File: src/rtl/crc_frame_check.sv
module crc_frame_check #(
  parameter int unsigned CRC_W = 16,
  parameter logic [CRC_W-1:0] INIT = '1
) (
  input  logic             clk_i,
  input  logic             rst_ni,
  input  logic             valid_i,
  input  logic             sop_i,
  input  logic             eop_i,
  input  logic [CRC_W-1:0] rx_crc_i,
  input  logic             bypass_i,
  input  logic             inject_i,
  input  logic [CRC_W-1:0] next_i,
  output logic [CRC_W-1:0] base_o,
  output logic             err_o
);
  logic [CRC_W-1:0] crc_q;
  logic             err_q;
  logic [CRC_W-1:0] diff;

  assign base_o = sop_i ? INIT : crc_q;
  assign diff   = base_o ^ rx_crc_i;

  always_ff @(posedge clk_i or negedge rst_ni) begin
    if (!rst_ni) begin
      crc_q <= INIT;
      err_q <= 1'b0;
    end else begin
      err_q <= valid_i && eop_i && !bypass_i && (inject_i || (|diff));
      if (valid_i && !eop_i) crc_q <= next_i;
    end
  end

  assign err_o = err_q;

  assert_hold_idle_R10: assert property (@(posedge clk_i) disable iff (!rst_ni)
    !valid_i |=> $stable(crc_q));
  assert_err_after_eop_R5: assert property (@(posedge clk_i) disable iff (!rst_ni)
    err_q |-> $past(valid_i && eop_i));
  assert_no_err_bypass_R6: assert property (@(posedge clk_i) disable iff (!rst_ni)
    err_q |-> !$past(bypass_i));
  assert_inject_R7: assert property (@(posedge clk_i) disable iff (!rst_ni)
    (valid_i && eop_i && inject_i && !bypass_i) |=> err_q);
endmodule

File: config.mk
export PLATFORM = sky130hd
export DESIGN_NAME = crc_frame_check
export DESIGN_NICKNAME = d
export VERILOG_FILES = /design/src/rtl/crc_frame_check.sv
export SDC_FILE = /design/constraint.sdc
export NUM_CORES = 1
export LEC_CHECK = 0
export CORE_AREA = 2 2 71 46
export CTS_BUF_LIST = sky130_fd_sc_hd__clkbuf_8 sky130_fd_sc_hd__clkbuf_16
export CTS_CLUSTER_DIAMETER = 30
export CTS_CLUSTER_SIZE = 8
export DETAILED_ROUTE_END_ITERATION = 10
export DIE_AREA = 0 0 73 48
export PLACE_DENSITY = 0.77
export RECOVER_POWER = 50
export SKIP_LAST_GASP = 1
export SLEW_MARGIN = 20
export SYNTH_ARGS = -nofsm -noshare
export SYNTH_HDL_FRONTEND = slang
export SYNTH_SLANG_ARGS = --single-unit
File: constraint.sdc
create_clock -name clk_i -period 1.9 [get_ports clk_i]
set_clock_uncertainty 0.2 [all_clocks]
set_input_delay 0.38 -clock clk_i [delete_from_list [all_inputs] [get_ports clk_i]]
set_output_delay 0.38 -clock clk_i [all_outputs]
set_load 0.005 [all_outputs]
==> flow_summary.json, run 1 <==
{
  "dp_hpwl_um": 2270,
  "status": "finished clean",
  "initial_core_util_pct": 38.2,
  "synth_seq_cells": 17,
  "dp_slack_ns": -0.439,
  "holdCritPathClass": "flop to flop",
  "p_leak_uw": 0.000723,
  "die_h_um": 48,
  "synth_edf_count": 0,
  "synth-seq-area-share_pct": 41.7,
  "rsz0062_at_grt": "true",
  "yosysWarnings": 0,
  "syn_inst": 110,
  "htreeDepth": 1,
  "setup_viol": 0,
  "reg2reg_from": "crc_q[8]$_DFFE_PN1P_",
  "cp_max_fo": 12,
  "required_ns": 1.32,
  "cts.sinks": 17,
  "cts_hold_buf": 0,
  "synthDistinctLibCells": 32,
  "first_iter_violations": 30,
  "netlist_area_mm2": 0.00107,
  "grt_max_degree": 21,
  "io_pins": 56,
  "wire_per_inst_um": 14.8,
  "core_mm2": 0.00280,
  "worst_slack_ns": 0.0179,
  "powerDensity_mw_per_mm2": 629,
  "timing.fmax_mhz": 531,
  "critical-path-top-delay-family": "buffers and inverters",
  "antenna_found_initial": 0,
  "fin_crit_ns": 1.88,
  "final.setup.tns_ns": 0,
  "vias": 1088,
  "peakVddDrop_mv": 0.445,
  "syn2layout_area_growth_pct": 69.1,
  "synth_nets": 149,
  "synth_area_per_cell_um2": 9.71,
  "die_w_um": 73,
  "clk_pin_slew_ns": 0.06,
  "finalWirelength_um": 3110,
  "io_buffers": 55,
  "rows": 15,
  "whs_ns": 0.331,
  "grt_pass1_wl_um": 4860,
  "final.period_utilization_pct": 99.1,
  "cts_buffer_depth": 2,
  "cts_made_buffers": 3,
  "avgViaCountPerCell": 5.16,
  "maxCapViolations": 0,
  "end_kind": "output pin",
  "crit_chain": "buf_2 -> bufbuf_16 -> or2_4 -> dlygate4sd2_1",
  "drc": 0,
  "crit_path_top_delay_cell": "bufbuf_16",
  "worstSetupStartpoint": "sop_i",
  "place_congestion": 0.834,
  "dieArea_mm2": 0.00350,
  "drive_gt1_share_pct": 35.0,
  "gr-total-overflow": 0,
  "cts_tree": "built",
  "final_cells": 211,
  "arrival_ns": 1.30,
  "worstMarginPinSlew_ns": 0.898,
  "grt_use_total_pct": 19.0,
  "detail-route-antenna-nets": 0,
  "max_slew_margin_pct": 40.1,
  "cts-root-buf": "clkbuf_8",
  "crit_path_start_kind": "input port",
  "num_antenna_cells": 0,
  "finalHoldViolations": 0,
  "cp_slowest_stage_delay_ns": 0.28,
  "hp-start": "crc_q[2]$_DFFE_PN1P_",
  "clock_latency_ns": 0.25,
  "post-place-cells": 202,
  "slew_viol_final": 0,
  "synth_flop_cell": "dfstp_2",
  "worstSetupPathType": "input port to output pin",
  "cp.buffers_inverters": 3,
  "synthArstFlopShare_pct": 100,
  "nets": 217,
  "first_global_vias": 1051,
  "dr.pass1.iters": 4
}
==> report_power, final <==
part           internal, uW  total [uW]  switching, uW
Clock                   146         269            124
Sequential              449         487           37.8
Combinational           233         379            147
Total                   827        1140            308
==> area by class of cell <==
class,instances,area (um^2)
Fill cell,225,990
Clock buffer,3,41.3
Multi-Input combinational cell,80,589
Timing Repair Buffer,67,649
Inverter,9,33.8
Sequential cell,17,445
Clock inverter,1,5.00
Tap cell,34,42.5
==> per-stage QoR <==
| step | cell area [um^2] | total power, uW | util [%] |
|---|---|---|---|
| floorplan | 1070 | 643 | - |
| global placement | 1710 | 842 | 61.3 |
| detailed placement | 1710 | 858 | 61.3 |
| CTS | 1800 | 1140 | 64.3 |
| global route | 1810 | 1200 | 64.6 |
| finish | 1810 | 1140 | 64.6 |
==> layer usage <==
layer	wire length [um]	up-vias	GRT usage [%]
li1	-	527	-
met1	1380	500	23.4
met2	1440	54	33.2
met3	258	7	5.89
met4	33	0	5.56
met5	0	-	0
==> logic make-up after synthesis <==
family                    after synthesis  share of synthesized area [%]
and+or+nand+nor                        38                           19.9
AOI/OAI and AO/OA                      25                           16.2
DFF                                    17                           41.7
muxes                                  12                           12.6
xor gates and xnor gates                5                           4.10
buffers and inverters                  13                           5.50
==> cell usage after synthesis (2+ instances only) <==
cell type	n	area share, %
o31ai_1	3	2.1
mux2_2	12	13
a31oi_1	4	2.3
inv_1	9	3.2
o22ai_1	2	1.2
nor2b_1	2	1.2
or2_2	10	5.9
a22oi_1	2	1.4
xor2_1	5	4.1
or2_1	5	2.9
o311ai_1	2	1.6
nand2_1	10	3.5
nand3_1	4	1.9
o21ai_0	6	2.8
nor3_1	2	0.94
dfstp_2	16	39
==> tightest hold or removal path: cells and delay by family, from the launching register on <==
kind                   cells  cell delay, ns
buffers and inverters      1            0.06
flip-flops                 1            0.37
AO/OA/AOI/OAI              1            0.09
==> sequential cells by signal, indices dropped and copies added, names as in the netlist <==
register  cells
err_o         1
crc_q        16
==> cells in the final DEF (no fill, tap or decap), drive strengths merged, types with 2 or more instances in the layout <==
cell type	instances
clkdlybuf4s15	2
nand3	4
buf	10
nor3	2
a31oi	4
o22ai	2
nand2	10
o21ai	6
mux2	12
o31ai	3
xor2	5
a22oi	2
clkdlybuf4s50	37
dlygate4sd2	14
dfstp	16
inv	9
o311ai	2
nor2b	2
or2	15
clkbuf	5
==> what timing repair did <==
action | in CTS | in global routing
buffers inserted | 4 | 0
cloned | 1 | 0
endpoints found under the setup margin | 17 | 3
pin swaps | 1 | 3
resized for setup | 21 | 7
hold endpoints to repair | 0 | 0
==> path summary, 6_finish.rpt <==
check / endpoint / slack, ns / cells after the start
worst min register to register: crc_q[2]$_DFFE_PN1P_ / 0.33 / 2
worst min-delay path: crc_q[2]$_DFFE_PN1P_ / 0.33 / 2
min in group asynchronous: err_o$_DFF_PN0_ / 0.57 / 2
worst max-delay path: base_o[12] / 0.02 / 4
worst max register to register: err_o$_DFF_PN0_ / 0.20 / 6
max in group asynchronous: err_o$_DFF_PN0_ / 0.38 / 2
Note: power is estimated with default switching activity, not from simulation.
==> inputs of run 2 (changes only) <==
Settings changed: ABC_AREA from default to 1, CORE_AREA 2 2 71 46 to 2 2 72 46, DIE_AREA 0 0 73 48 to 0 0 74 48.
==> run 2 against run 1 <==
- register-to-register slack improved by 0.11 ns
- clock power down 7.8%
- count of clock-buffer cells in the layout did not move
- global-route usage decreased by 1.7 points
- via count increased by 3.6%
- setup slack better by 0.083 ns
- fmax is 4.6% higher
- first-iteration DRC count is 20% higher
- wire length shrank 1.3%
- hold slack got worse by 0.041 ns
- critical path type unchanged
- die area increased by 1.4%
==> flow_summary.json, run 2 <==
{
  "dieArea_mm2": 0.00355,
  "io_buffers": 55,
  "die_h_um": 48,
  "clock_latency_ns": 0.24,
  "holdCritPathClass": "flop to flop",
  "synth_flop_cell": "dfstp_2",
  "synthDominantCellAreaShare_pct": 38.5,
  "end_kind": "output pin",
  "cts_hold_buf": 0,
  "worstMarginPinSlew_ns": 0.849,
  "largest_reg_flops": 16,
  "synth_xor_area_share_pct": 1.61,
  "drc": 0,
  "cp_max_fo": 7,
  "syn_inst": 143,
  "detail-route-antenna-nets": 0,
  "dp_slack_ns": -0.485,
  "cts-root-buf": "clkbuf_8",
  "required_ns": 1.32,
  "synth_edf_count": 0,
  "worst_slack_ns": 0.101,
  "max_slew_margin_pct": 43.4,
  "synth_fa_ha_area_share_pct": 0,
  "wire_per_inst_um": 12.1,
  "finalHoldViolations": 0,
  "synth_nets": 182,
  "synth_commonest_cells": "nor2_1 (29), nand2_1 (28), inv_1 (21)",
  "powerDensity_mw_per_mm2": 597,
  "holdPathEnd": "crc_q[0]$_DFFE_PN1P_",
  "die_w_um": 74,
  "finalWirelength_um": 3070,
  "synth_top_family_by_area": "simple AND/OR/NAND/NOR gates",
  "syn2layout_area_growth_pct": 63.5,
  "slew_viol_final": 0,
  "yosysWarnings": 0,
  "reg2reg_from": "crc_q[13]$_DFFE_PN1P_",
  "clkPwrFrac_pct": 23.3,
  "worst-r2r-cell-count": 10,
  "cts.sinks": 17,
  "io_pins": 56,
  "dp_hpwl_um": 2580,
  "yosys-top-cells-area": "dfstp_2 (39%), nor2_1 (10%), nand2_1 (9.6%), inv_1 (7.2%), mux2_2 (7.2%)",
  "synth.area.mux_share_pct": 7.22,
  "r2r_slack_ns": 0.31,
  "rows": 15,
  "setup_viol": 0,
  "place_area_mm2": 0.00176,
  "arrival_ns": 1.22,
  "gr-total-overflow": 0,
  "synth_compound_area_share_pct": 5.96,
  "vias": 1127,
  "clk_pin_slew_ns": 0.06,
  "crit_path_start_kind": "input port",
  "timing.fmax_mhz": 556,
  "regMostFlops": "crc_q",
  "cts_buffer_depth": 2,
  "htreeDepth": 1,
  "synth-seq-area-share_pct": 40.8,
  "synthDistinctLibCells": 23,
  "layout_common_cells": "clkdlybuf4s50_1 (36), nand2_1 (28), nor2_1 (28)",
  "status": "finished clean",
  "seqPwrFrac_pct": 44.5,
  "place_congestion": 0.788,
  "switching_share_pct": 26.8,
  "switchingPower_uw": 285,
  "synth_seq_cells": 17,
  "grt_use_total_pct": 17.3,
  "whs_ns": 0.290,
  "final.period_utilization_pct": 94.7,
  "netlist_area_mm2": 0.00109,
  "grt_pass1_wl_um": 4420,
  "postCtsSetupBuffers": 0,
  "rsz0062_at_grt": "false",
  "utilization_pct": 63.0,
  "cts_resized": 24,
  "cts_made_buffers": 3,
  "nets": 252,
  "whs_path_depth": 2,
  "power.total_uw": 1070,
  "regArea_um2": 445,
  "antenna_found_initial": 0,
  "dr.pass1.iters": 4,
  "multi_input_comb_area_um2": 529,
  "r2r-end": "err_o$_DFF_PN0_",
  "first_global_vias": 973,
  "avgViaCountPerCell": 4.44,
  "worstSetupPathType": "input port to output pin",
  "p_leak_uw": 0.000841,
  "peakVddDrop_mv": 0.633,
  "fin_crit_ns": 1.80,
  "cts_tree": "built",
  "num_antenna_cells": 0,
  "final_common_cell": "clkdlybuf4s50_1",
  "synth_simple_gate_area_share_pct": 33.5,
  "pwr-share-comb_pct": 32.3,
  "drive_gt1_share_pct": 23.6,
  "core_mm2": 0.00283,
  "synth_area_per_cell_um2": 7.63,
  "yosysTopAreaCell": "dfstp_2",
  "hp-start": "crc_q[0]$_DFFE_PN1P_",
  "fin_area_mm2": 0.00178,
  "intPower_uw": 780,
  "first_iter_violations": 36,
  "maxCapViolations": 0,
  "synthArstFlopShare_pct": 100,
  "yosysMostFrequentCell": "nor2_1",
  "grt_max_degree": 18,
  "fill_cells": 258,
  "initial_core_util_pct": 38.5
}
[run 2: cell count changes in the layout (fill, tap and decap cells not counted), sizes merged, moves of 4 or more]
cell and delta:
nor2 +29, nand2 +23, inv +14, or2 -12, a21oi +9, mux2 -5, nand3b +5, a31oi -4
xor2 -4
[run 2: metal layers]
| layer | global-route usage, % | routed length, um | vias up |
|---|---|---|---|
| met5 | 0 | 0 | - |
| met4 | 4.36 | 11 | 0 |
| met3 | 3.16 | 169 | 2 |
| met2 | 27.1 | 1310 | 29 |
| met1 | 25.1 | 1580 | 521 |
| li1 | - | - | 575 |
[run 2: logic make-up after synthesis]
group	Yosys count
buf+inv	26
xor+xnor	2
mux	7
simple gates	78
compound gates	13
flops	17
[run 2: power groups by stage]
| stage | combinational (uW) | clock (uW) | sequential (uW) |
|---|---|---|---|
| floorplan | 165 | 0 | 462 |
| global placement | 359 | 0 | 474 |
| detailed placement | 368 | 0 | 477 |
| CTS | 349 | 260 | 473 |
| global route | 379 | 278 | 480 |
| finish | 344 | 248 | 474 |
[run 2: worst max-delay path by stage]
| stage | startpoint | endpoint | slack, ns |
|---|---|---|---|
| after detailed placement | sop_i | base_o[5] | -0.49 |
| after global routing | eop_i | crc_q[13]$_DFFE_PN1P_ | 0.08 |
| after CTS | sop_i | base_o[5] | 0.11 |
| final | sop_i | base_o[5] | 0.10 |
| after floorplan | eop_i | crc_q[2]$_DFFE_PN1P_ | 0.49 |
| after global placement | sop_i | base_o[15] | -0.46 |
[run 2: critical path: stages]
cell,delay [ns]
buf_2,0.14
buf_6,0.14
or2_2,0.28
dlygate4sd2_1,0.28
[run 2: through the flow]
stage	std cells	TNS, ns
floorplan	143	0
finish	254	0
detailed placement	250	-6.90
global placement	250	-6.59
CTS	254	0
global route	254	0
[run 2: final cells by class]
class                      instances  share of cell area [%]
clock inverter                     1                   0.210
sequential                        17                    25.0
inverter                          22                    4.77
multi-input combinational        100                    29.7
clock buffer                       3                    2.31
tap                               42                    2.95
timing repair buffer              69                    35.1
